**src/rtl/cfgbus_pkg.sv**
```systemverilog
package cfgbus_pkg;
  typedef enum logic [2:0] {
    ST_IDLE,
    ST_ADDR,
    ST_ADDR_ACK,
    ST_RX,
    ST_RX_ACK,
    ST_TX,
    ST_TX_ACK
  } bus_state_t;

  localparam int CTRL_IDX  = 0;
  localparam int STRAP_IDX = 4;
endpackage

```
**src/rtl/cfgbus_sampler.sv**
```systemverilog
module cfgbus_sampler #(
  parameter int SYNC_STAGES = 2
) (
  input  logic clk,
  input  logic rst_n,
  input  logic scl_i,
  input  logic sda_i,
  output logic scl_s,
  output logic sda_s,
  output logic scl_rise,
  output logic scl_fall,
  output logic start_det,
  output logic stop_det
);
  logic scl_q, sda_q;

  generate
    if (SYNC_STAGES > 1) begin : g_multi
      logic [SYNC_STAGES-1:0] scl_pipe, sda_pipe;
      always_ff @(posedge clk or negedge rst_n) begin
        if (!rst_n) begin
          scl_pipe <= '1;
          sda_pipe <= '1;
        end else begin
          scl_pipe <= {scl_pipe[SYNC_STAGES-2:0], scl_i};
          sda_pipe <= {sda_pipe[SYNC_STAGES-2:0], sda_i};
        end
      end
      assign scl_s = scl_pipe[SYNC_STAGES-1];
      assign sda_s = sda_pipe[SYNC_STAGES-1];
    end else begin : g_single
      logic scl_r, sda_r;
      always_ff @(posedge clk or negedge rst_n) begin
        if (!rst_n) begin
          scl_r <= 1'b1;
          sda_r <= 1'b1;
        end else begin
          scl_r <= scl_i;
          sda_r <= sda_i;
        end
      end
      assign scl_s = scl_r;
      assign sda_s = sda_r;
    end
  endgenerate

  always_ff @(posedge clk or negedge rst_n) begin
    if (!rst_n) begin
      scl_q <= 1'b1;
      sda_q <= 1'b1;
    end else begin
      scl_q <= scl_s;
      sda_q <= sda_s;
    end
  end

  assign scl_rise  = scl_s & ~scl_q;
  assign scl_fall  = ~scl_s & scl_q;
  assign start_det = scl_s & scl_q & sda_q & ~sda_s;
  assign stop_det  = scl_s & scl_q & ~sda_q & sda_s;
endmodule

```
**src/rtl/cfgbus_engine.sv**
```systemverilog
module cfgbus_engine
  import cfgbus_pkg::*;
#(
  parameter logic [6:0] DEV_ADDR = 7'h69,
  parameter int NUM_REGS = 6,
  localparam int IW = $clog2(NUM_REGS + 3),
  localparam int AW = $clog2(NUM_REGS)
) (
  input  logic          clk,
  input  logic          rst_n,
  input  logic          sda_s,
  input  logic          scl_rise,
  input  logic          scl_fall,
  input  logic          start_det,
  input  logic          stop_det,
  input  logic [7:0]    rd_data,
  output logic [IW-1:0] rd_addr,
  output logic          wr_en,
  output logic [AW-1:0] wr_addr,
  output logic [7:0]    wr_data,
  output logic          sda_oe,
  output logic          idle
);
  localparam logic [IW-1:0] HDR_BYTES = IW'(2);
  localparam logic [IW-1:0] END_IDX   = IW'(NUM_REGS + 2);

  bus_state_t    state;
  logic [2:0]    bit_cnt;
  logic          byte_full, rw_q, mack_q;
  logic [7:0]    rx_sh, tx_sh;
  logic [IW-1:0] idx;

  assign wr_en   = (state == ST_RX) && scl_fall && byte_full &&
                   (idx >= HDR_BYTES) && (idx < END_IDX);
  assign wr_addr = AW'(idx - HDR_BYTES);
  assign wr_data = rx_sh;
  assign rd_addr = idx;
  assign idle    = (state == ST_IDLE);

  always_ff @(posedge clk or negedge rst_n) begin
    if (!rst_n) begin
      state     <= ST_IDLE;
      bit_cnt   <= '0;
      byte_full <= 1'b0;
      rw_q      <= 1'b0;
      mack_q    <= 1'b0;
      rx_sh     <= '0;
      tx_sh     <= '0;
      idx       <= '0;
      sda_oe    <= 1'b0;
    end else if (start_det) begin
      state     <= ST_ADDR;
      bit_cnt   <= '0;
      byte_full <= 1'b0;
      idx       <= '0;
      sda_oe    <= 1'b0;
    end else if (stop_det) begin
      state     <= ST_IDLE;
      byte_full <= 1'b0;
      sda_oe    <= 1'b0;
    end else begin
      case (state)
        ST_ADDR, ST_RX: begin
          if (scl_rise) begin
            rx_sh   <= {rx_sh[6:0], sda_s};
            bit_cnt <= bit_cnt + 3'd1;
            if (bit_cnt == 3'd7) byte_full <= 1'b1;
          end else if (scl_fall && byte_full) begin
            byte_full <= 1'b0;
            if (state == ST_ADDR) begin
              if (rx_sh[7:1] == DEV_ADDR) begin
                rw_q   <= rx_sh[0];
                sda_oe <= 1'b1;
                state  <= ST_ADDR_ACK;
              end else begin
                state <= ST_IDLE;
              end
            end else if (idx < END_IDX) begin
              sda_oe <= 1'b1;
              idx    <= idx + IW'(1);
              state  <= ST_RX_ACK;
            end else begin
              state <= ST_IDLE;
            end
          end
        end
        ST_ADDR_ACK: begin
          if (scl_fall) begin
            bit_cnt <= '0;
            if (rw_q) begin
              tx_sh  <= rd_data;
              sda_oe <= ~rd_data[7];
              idx    <= idx + IW'(1);
              state  <= ST_TX;
            end else begin
              sda_oe <= 1'b0;
              state  <= ST_RX;
            end
          end
        end
        ST_RX_ACK: begin
          if (scl_fall) begin
            sda_oe  <= 1'b0;
            bit_cnt <= '0;
            state   <= ST_RX;
          end
        end
        ST_TX: begin
          if (scl_fall) begin
            if (bit_cnt == 3'd7) begin
              sda_oe  <= 1'b0;
              bit_cnt <= '0;
              state   <= ST_TX_ACK;
            end else begin
              tx_sh   <= {tx_sh[6:0], 1'b0};
              sda_oe  <= ~tx_sh[6];
              bit_cnt <= bit_cnt + 3'd1;
            end
          end
        end
        ST_TX_ACK: begin
          if (scl_rise) begin
            mack_q <= ~sda_s;
          end else if (scl_fall) begin
            if (mack_q) begin
              tx_sh  <= rd_data;
              sda_oe <= ~rd_data[7];
              idx    <= idx + IW'(1);
              state  <= ST_TX;
            end else begin
              state <= ST_IDLE;
            end
          end
        end
        default: ;
      endcase
    end
  end
endmodule

```
**src/rtl/cfgbus_regfile.sv**
```systemverilog
module cfgbus_regfile
  import cfgbus_pkg::*;
#(
  parameter int NUM_REGS = 6,
  localparam int IW = $clog2(NUM_REGS + 3),
  localparam int AW = $clog2(NUM_REGS)
) (
  input  logic                  clk,
  input  logic                  rst_n,
  input  logic [3:0]            strap_fs_i,
  input  logic                  strap_sel_i,
  input  logic                  wr_en,
  input  logic [AW-1:0]         wr_addr,
  input  logic [7:0]            wr_data,
  input  logic [IW-1:0]         rd_addr,
  output logic [7:0]            rd_data,
  output logic [3:0]            strap_fs_q,
  output logic [NUM_REGS*8-1:0] regs_flat
);
  logic       strap_done;
  logic       strap_sel_q;

  always_ff @(posedge clk or negedge rst_n) begin
    if (!rst_n) begin
      strap_done  <= 1'b0;
      strap_fs_q  <= '0;
      strap_sel_q <= 1'b0;
    end else if (!strap_done) begin
      strap_done  <= 1'b1;
      strap_fs_q  <= strap_fs_i;
      strap_sel_q <= strap_sel_i;
    end
  end

  genvar g;
  generate
    for (g = 0; g < NUM_REGS; g++) begin : g_reg
      if (g == STRAP_IDX) begin : g_strap
        assign regs_flat[g*8 +: 8] = {2'b11, ~strap_sel_q, 1'b1,
                                      ~strap_fs_q[1], 1'b1, ~strap_fs_q[3], 1'b1};
      end else begin : g_rw
        localparam logic [7:0] RST_VAL = (g == CTRL_IDX) ? 8'h00 : 8'hFF;
        logic [7:0] q;
        always_ff @(posedge clk or negedge rst_n) begin
          if (!rst_n) q <= RST_VAL;
          else if (wr_en && wr_addr == AW'(g)) q <= wr_data;
        end
        assign regs_flat[g*8 +: 8] = q;
      end
    end
  endgenerate

  always_comb begin
    rd_data = 8'hFF;
    if (rd_addr == '0) rd_data = 8'(NUM_REGS);
    for (int i = 0; i < NUM_REGS; i++) begin
      if (rd_addr == IW'(i + 1)) rd_data = regs_flat[i*8 +: 8];
    end
  end
endmodule

```
**src/rtl/cfgbus_slave.sv**
```systemverilog
module cfgbus_slave
  import cfgbus_pkg::*;
#(
  parameter logic [6:0] DEV_ADDR = 7'h69,
  parameter int NUM_REGS = 6,
  parameter int SYNC_STAGES = 2
) (
  input  logic       clk,
  input  logic       rst_n,
  input  logic       scl_i,
  input  logic       sda_i,
  output logic       sda_oe_o,
  input  logic [3:0] strap_fs_i,
  input  logic       strap_sel_i,
  output logic [3:0] freq_code_o,
  output logic       spread_en_o,
  output logic       spread_down_o,
  output logic       tristate_o,
  output logic [7:0] cpu_en_o,
  output logic [7:0] pci_en_o,
  output logic [7:0] mem_en_o,
  output logic [7:0] per_en_o
);
  localparam int IW = $clog2(NUM_REGS + 3);
  localparam int AW = $clog2(NUM_REGS);

  logic                  scl_s, sda_s, scl_rise, scl_fall, start_det, stop_det;
  logic [7:0]            rd_data, wr_data, ctrl;
  logic [IW-1:0]         rd_addr;
  logic                  wr_en, fsm_idle;
  logic [AW-1:0]         wr_addr;
  logic [3:0]            strap_fs_q;
  logic [NUM_REGS*8-1:0] regs_flat;

  cfgbus_sampler #(.SYNC_STAGES(SYNC_STAGES)) u_sampler (
    .clk(clk), .rst_n(rst_n), .scl_i(scl_i), .sda_i(sda_i),
    .scl_s(scl_s), .sda_s(sda_s), .scl_rise(scl_rise), .scl_fall(scl_fall),
    .start_det(start_det), .stop_det(stop_det)
  );

  cfgbus_engine #(.DEV_ADDR(DEV_ADDR), .NUM_REGS(NUM_REGS)) u_engine (
    .clk(clk), .rst_n(rst_n), .sda_s(sda_s), .scl_rise(scl_rise),
    .scl_fall(scl_fall), .start_det(start_det), .stop_det(stop_det),
    .rd_data(rd_data), .rd_addr(rd_addr), .wr_en(wr_en), .wr_addr(wr_addr),
    .wr_data(wr_data), .sda_oe(sda_oe_o), .idle(fsm_idle)
  );

  cfgbus_regfile #(.NUM_REGS(NUM_REGS)) u_regs (
    .clk(clk), .rst_n(rst_n), .strap_fs_i(strap_fs_i), .strap_sel_i(strap_sel_i),
    .wr_en(wr_en), .wr_addr(wr_addr), .wr_data(wr_data), .rd_addr(rd_addr),
    .rd_data(rd_data), .strap_fs_q(strap_fs_q), .regs_flat(regs_flat)
  );

  assign ctrl = regs_flat[CTRL_IDX*8 +: 8];

  always_comb begin
    freq_code_o   = ctrl[3] ? {ctrl[2], ctrl[6:4]} : strap_fs_q;
    spread_en_o   = ctrl[1];
    spread_down_o = ctrl[7];
    tristate_o    = ctrl[0];
    cpu_en_o      = regs_flat[1*8 +: 8];
    pci_en_o      = regs_flat[2*8 +: 8];
    mem_en_o      = regs_flat[3*8 +: 8];
    per_en_o      = regs_flat[5*8 +: 8];
  end

  logic unused_scl;
  assign unused_scl = scl_s;
endmodule

```
**config.mk**
```make
export PLATFORM = sky130hd
export DESIGN_NAME = cfgbus_slave
export DESIGN_NICKNAME = d
export VERILOG_FILES = /design/src/rtl/cfgbus_pkg.sv /design/src/rtl/cfgbus_sampler.sv /design/src/rtl/cfgbus_engine.sv /design/src/rtl/cfgbus_regfile.sv /design/src/rtl/cfgbus_slave.sv
export SDC_FILE = /design/constraint.sdc
export NUM_CORES = 1
export LEC_CHECK = 0
export ABC_AREA = 0
export BUFFER_PORTS_ARGS = -buffer_cell sky130_fd_sc_hd__buf_2
export CELL_PAD_IN_SITES_DETAIL_PLACEMENT = 0
export CELL_PAD_IN_SITES_GLOBAL_PLACEMENT = 2
export CORE_UTILIZATION = 35
export DETAILED_ROUTE_END_ITERATION = 16
export PLACE_DENSITY_LB_ADDON = 0.25
export SETUP_SLACK_MARGIN = 0.4
export SYNTH_ARGS = -nofsm -noshare
export SYNTH_HDL_FRONTEND = slang
export SYNTH_SLANG_ARGS = --single-unit
```
**constraint.sdc**
```tcl
create_clock -name clk -period 5.2 [get_ports clk]
set_input_delay 0.52 -clock clk [delete_from_list [all_inputs] [get_ports clk]]
set_output_delay 0.52 -clock clk [all_outputs]
set_load 0.1 [all_outputs]
```
==> impl_metrics.json, run 1 <==
{
  "synth_nets": 425,
  "ctsResizeCount": 0,
  "num-nets-final": 434,
  "cp_max_fo": 24,
  "slew_headroom": 0.255,
  "layout-drive-gt1-share": 0.415,
  "grt_antenna_before_repair": 0,
  "synthCells": 408,
  "stdcell_area_mm2": 0.00492,
  "finalMaxSlewViolations": 0,
  "ios": 49,
  "antenna_cells": 0,
  "initial_utilization": 0.357,
  "power_mw": 2.03,
  "clock_sinks": 81,
  "cts_root_buf": "clkbuf_16",
  "synth_warnings": 0,
  "first_global_vias": 3070,
  "leakage_nw": 2.16,
  "synth_edf_count": 0,
  "min_path_type": "in2reg",
  "worstSetupPathType": "reg2reg",
  "max-vdd-ir-drop_uv": 169,
  "num_vias": 3107,
  "fmax_ghz": 0.395,
  "async_flop_share": 1.00,
  "arrival_ns": 2.76,
  "core_area_mm2": 0.0126,
  "grt_max_degree": 82,
  "viasPerCell": 5.23,
  "globalplace.congestion": 0.825,
  "cts_buffers": 9,
  "synthFlopType": "dfrtp_1",
  "power.density_mw_per_mm2": 413,
  "drv_cap": 0,
  "finalCritPeriodShare": 0.487,
  "die_w_um": 115,
  "dieArea_mm2": 0.0133,
  "cts_tree": "yes",
  "dp_hpwl_um": 8390,
  "avgSynthCellArea_um2": 11.0,
  "start_kind": "flop",
  "clockBufferDepth": 2,
  "fin_worst_skew_ns": 0.00901,
  "post_cts_buffers": 0,
  "fin_tns_setup_ns": 0,
  "multiInputGateArea_mm2": 0.00205,
  "route.detailed.drc": 0,
  "synth_area_leaders": "dfrtp_1 (24%), dfstp_2 (22%), mux2_2 (15%)",
  "seq_area_mm2": 0.00207,
  "grt_pass1_wl_um": 18500,
  "drt_pass1_iterations": 4,
  "antenna_left": 0,
  "drt-total-wl_um": 11800,
  "end_kind": "flop",
  "fillers": 1278,
  "fin_cells": 594,
  "synth-seq-cells": 81,
  "worst-slew-pin-transition_ns": 1.12,
  "io_buffers": 48,
  "synth_top_area_frac": 0.240,
  "syn_area_mm2": 0.00449,
  "drt_iter0_markers": 161,
  "setup_viol": 0,
  "crit_required_ns": 5.43,
  "gr-total-overflow": 0,
  "placed_cell_area_mm2": 0.00462,
  "cts_htree_levels": 3,
  "die_y_um": 115,
  "layout_min_cycle_time_ns": 2.53,
  "hold_slack_ns": 0.272,
  "hold_buffers": 0,
  "status": "completed",
  "hold_violations": 0,
  "area_growth_pct": 9.61,
  "synth_top_area_cell": "dfrtp_1",
  "dp_cells": 578,
  "ys_types": 61,
  "worstSkewPairLatency_ns": 0.34,
  "rows": 41,
  "routedWlPerCell_um": 19.9,
  "rsz0062_at_grt": "false",
  "path_clk_slew_ns": 0.06,
  "seq_area_frac_synth": 0.462,
  "grt_usage": 0.191
}
-- flip-flops by register name, indices dropped and copies added, names as in the netlist, 2 cells and up --
register                    cells
u_engine.bit_cnt                3
u_engine.rd_addr                4
u_engine.state                  3
u_engine.tx_sh                  7
u_engine.wr_data                8
u_regs.g.g_rw.q                40
u_regs.strap_fs_q               4
u_sampler.g_multi.scl_pipe      2
u_sampler.g_multi.sda_pipe      2
-- cell usage after synthesis, types with 11 or more instances --
library cell,number
mux2_2,60
dfrtp_1,43
dfstp_2,38
buf_4,32
nor2_1,25
nand2_1,23
o21ai_0,18
a21oi_1,13
buf_2,12
nand2b_1,11
-- layer usage --
| layer | GRT usage | part of all wire |
|---|---|---|
| met3 | 0.0332 | 0.039 |
| met5 | 0 | 0 |
| met2 | 0.283 | 0.45 |
| met4 | 0.0649 | 0.015 |
| met1 | 0.280 | 0.50 |
-- metrics by stage --
stage               setup WS (ns)  utilization
global placement             2.51        0.367
finish                       2.67        0.392
global route                 2.45        0.392
detailed placement           2.36        0.367
floorplan                    2.93            -
CTS                          2.38        0.392
-- critical path, cell delays in order, from the launching register on --
cell	delay, ns
dfrtp_1	0.79
mux2i_1	0.47
nor2_1	0.08
o21ai_1	0.68
a311oi_1	0.09
a211o_1	0.31
-- cell type report --
class | count | share of cell area
well taps | 172 | 0.0437
inverters | 9 | 0.00686
repair buffers | 48 | 0.0493
clock inverters | 5 | 0.0125
multi-input cells | 268 | 0.417
flip-flops and latches | 81 | 0.421
clock buffers | 11 | 0.0493
-- where the power goes --
| part | internal (mW) | switching [mW] | total [mW] |
|---|---|---|---|
| Clock | 0.389 | 0.265 | 0.654 |
| Combinational | 0.222 | 0.314 | 0.537 |
| Sequential | 0.699 | 0.144 | 0.843 |
-- kinds of logic (layout without fill, tap and decap cells) --
group                    after synthesis  in the layout  share of synthesized area
other                                  1              1                   0.000835
flip-flops                            81             81                      0.462
AND/OR/NAND/NOR                      106            106                      0.129
buffers and inverters                 59             73                     0.0811
adder cells (fa/ha/maj)                8              8                     0.0223
XOR/XNOR                               3              3                    0.00585
AO/OA/AOI/OAI                         83             83                      0.132
multiplexers                          67             67                      0.167
-- final timing paths --
check,slack [ns],startpoint,cells after the start,to
max in group asynchronous,4.17,rst_n,1,u_engine.wr_data[5]
min,0.27,sda_i,1,u_sampler.g_multi.sda_pipe[0]
min in group asynchronous,0.37,rst_n,1,u_engine.mack_q
min reg2reg,0.36,u_sampler.g_multi.sda_pipe[0],0,u_sampler.g_multi.sda_pipe[1]
max,2.67,u_engine.state[2],5,u_engine.tx_sh[1]
max reg2reg,2.67,u_engine.state[2],5,u_engine.tx_sh[1]
-- layout by cell type (no fill, tap or decap), types with 5 or more instances in the layout --
cell type  synthesis  routed
mux2_2            60      60
buf_2             12      47
dfrtp_1           43      43
dfstp_2           38      38
nor2_1            25      25
nand2_1           23      23
o21ai_0           18      17
a21oi_1           13      13
nand2b_1          11      11
inv_1              9       9
nor3_1             9       9
o221ai_1           9       9
clkbuf_16          0       9
ha_1               8       8
a22oi_1            7       7
nor2b_1            6       6
nand3_1            5       5
a211oi_1           5       5
(Power assumes the default switching activity.)
==> inputs of run 2 (changes only) <==
==> constraint.sdc (replaced) <==
create_clock -name clk -period 2.05 [get_ports clk]
set_input_delay 0.205 -clock clk [delete_from_list [all_inputs] [get_ports clk]]
set_output_delay 0.205 -clock clk [all_outputs]
set_load 0.1 [all_outputs]
==> run 2 against run 1 <==
Compared with the run above:
- combinational power increased to 5.3 times the previous value
- register-to-register slack worse by 2.5 ns
- maximum frequency is 34% higher
- via count increased by 15%
- global-route usage grew 3.6 points
- non-clock buffer count grew 83
- first-iteration DRC count rose by 37%
- cell count up 14%
- setup slack worse by 2.5 ns
- total power rose to 3.2 times the previous value
- largest cell class is now multi-input combinational cells
==> impl_metrics.json, run 2 (synthesis gave the netlist of run 1 again) <==
{
  "status": "completed",
  "arrival_ns": 2.13,
  "critPathMaxStageDelay_ns": 0.50,
  "finalMaxSlewViolations": 0,
  "routedWlPerCell_um": 20.9,
  "place_ws_ns": -0.172,
  "hold_end": "u_regs.strap_fs_q[1]",
  "antenna_cells": 0,
  "cts_htree_levels": 3,
  "initial_utilization": 0.357,
  "use_met1": 0.299,
  "antenna_left": 0,
  "min-delay-start": "strap_fs_i[1]",
  "layout_min_cycle_time_ns": 1.90,
  "start_kind": "flop",
  "drv_cap": 0,
  "setup_viol": 0,
  "power.density_mw_per_mm2": 1000,
  "viasPerCell": 5.27,
  "layout_common_cells": "buf_4 (59), mux2_4 (44), buf_2 (44)",
  "hold_violations": 0,
  "grt_antenna_before_repair": 0,
  "cts_root_buf": "clkbuf_16",
  "path_clk_slew_ns": 0.07,
  "finalCritPeriodShare": 0.926,
  "reg2reg_from": "u_engine.rd_addr[0]",
  "clockBufferDepth": 2,
  "die_w_um": 115,
  "drt_pass1_iterations": 4,
  "stdcell_area_mm2": 0.00653,
  "fin_worst_skew_ns": 0.00661,
  "end_kind": "flop",
  "rows": 41,
  "drt-total-wl_um": 14200,
  "placed_cell_area_mm2": 0.00502,
  "area_growth_pct": 45.3,
  "grt_pass1_wl_um": 21800,
  "die_y_um": 115,
  "first_global_vias": 3734,
  "grt_most_used_layer": "met2",
  "core_area_mm2": 0.0126,
  "multiInputGateArea_mm2": 0.00281,
  "globalplace.congestion": 0.840,
  "grt_usage": 0.227,
  "gr-usage-met2": 0.362,
  "drt_iter0_markers": 221,
  "fin_cells": 677,
  "fillers": 1115,
  "crit_required_ns": 2.29,
  "path_cells": "and2b_4 > o311ai_4 > nor3b_4 > buf_6 > nand2_8 > mux2_4",
  "dieArea_mm2": 0.0133,
  "clock_sinks": 81,
  "cts_tree": "yes",
  "route.detailed.drc": 0,
  "rsz0062_at_grt": "true",
  "ios": 49,
  "largest_reg_flops": 40,
  "num-nets-final": 517,
  "dp_hpwl_um": 9360,
  "fmax_ghz": 0.527,
  "cp_max_fo": 8,
  "worstSkewPairLatency_ns": 0.35,
  "gr-total-overflow": 0,
  "hold_depth": 2,
  "num_vias": 3568,
  "layout-drive-gt1-share": 0.681,
  "grt_max_degree": 37,
  "slowest_stage": "dfrtp_2",
  "rrSetupSlack_ns": 0.15,
  "max-vdd-ir-drop_uv": 430,
  "reg2reg_to": "u_regs.g_reg[0].g_rw.q[6]",
  "seq_area_mm2": 0.00208,
  "dp_cells": 617,
  "io_buffers": 48,
  "r2r_cells": 6,
  "fin_ws_ns": 0.153,
  "worstSetupPathType": "reg2reg",
  "cts_buffers": 9,
  "regMostFlops": "u_regs.g.g_rw.q",
  "min_path_type": "in2reg",
  "leakage_nw": 2.86,
  "final_common_cell": "buf_4",
  "grt_use_met3": 0.0443
}
-- run 2: cell types whose count changed in the layout (fill, tap and decap cells not counted), sizes merged --
cell / change
dlygate4sd3: +3
clkinv: +2
buf: +77
clkbuf: -1
bufbuf: +1
inv: -1
clkinvlp: +1
clkdlybuf4s15: +1
-- run 2: power breakdown --
part | internal [mW] | switching (mW)
Clock | 0.955 | 0.724
Combinational | 1.41 | 1.43
Sequential | 1.78 | 0.224
Total | 4.14 | 2.38
-- run 2: how the worst max path moves through the flow --
stage | start | end | slack (ns) | cells past startpoint
finish | u_engine.rd_addr[0] | u_regs.g_reg[0].g_rw.q[6] | 0.15 | 6
global route | u_engine.rd_addr[2] | u_regs.g_reg[0].g_rw.q[7] | 0.11 | 8
CTS | u_engine.rd_addr[1] | u_regs.g_reg[0].g_rw.q[7] | 0.13 | 7
detailed placement | u_engine.rd_addr[1] | u_engine.tx_sh[2] | -0.17 | 6
global placement | u_engine.rd_addr[1] | u_engine.tx_sh[2] | -0.20 | 6
floorplan | u_engine.rd_addr[2] | u_regs.g_reg[0].g_rw.q[3] | 0.12 | 8
-- run 2: through the flow --
step	hold slack (ns)	utilization	power, mW	setup TNS [ns]
finish	0.0789	0.519	6.52	0
global route	0.0814	0.519	6.83	0
CTS	0.0715	0.496	6.25	0
detailed placement	0.204	0.399	3.87	-0.172
global placement	0.198	0.399	3.86	-0.209
floorplan	-0.0906	-	3.15	0
-- run 2: cell type report --
type | count | share of cell area
Clock buffer | 9 | 0.0345
Clock inverter | 7 | 0.0119
Inverter | 9 | 0.00633
Multi-Input combinational cell | 268 | 0.431
Sequential cell | 81 | 0.319
Tap cell | 172 | 0.0330
Timing Repair Buffer | 131 | 0.165
-- run 2: worst max-delay path, delay by kind of cell, from the launching register on --
family	cells	cell delay (ns)
DFF	1	0.50
buffers and inverters	1	0.21
AOI/OAI and AO/OA	1	0.11
and+or+nand+nor	3	0.65
muxes	1	0.31
-- run 2: per-layer routing --
metal | wire length [µm] | part of all wire | vias to the layer above
met2 | 6800 | 0.48 | 81
met4 | 278 | 0.020 | 0
met3 | 646 | 0.046 | 24
met5 | 0 | 0 | -
met1 | 6430 | 0.45 | 1819
li1 | - | - | 1644
-- run 2: timing repair --
action,in CTS,in global routing
hold endpoints to repair,22,0
setup buffers,32,5
pin swaps,35,21
gates resized for setup,140,46
hold buffers,3,0
setup endpoints to repair,70,71
cloned,3,1
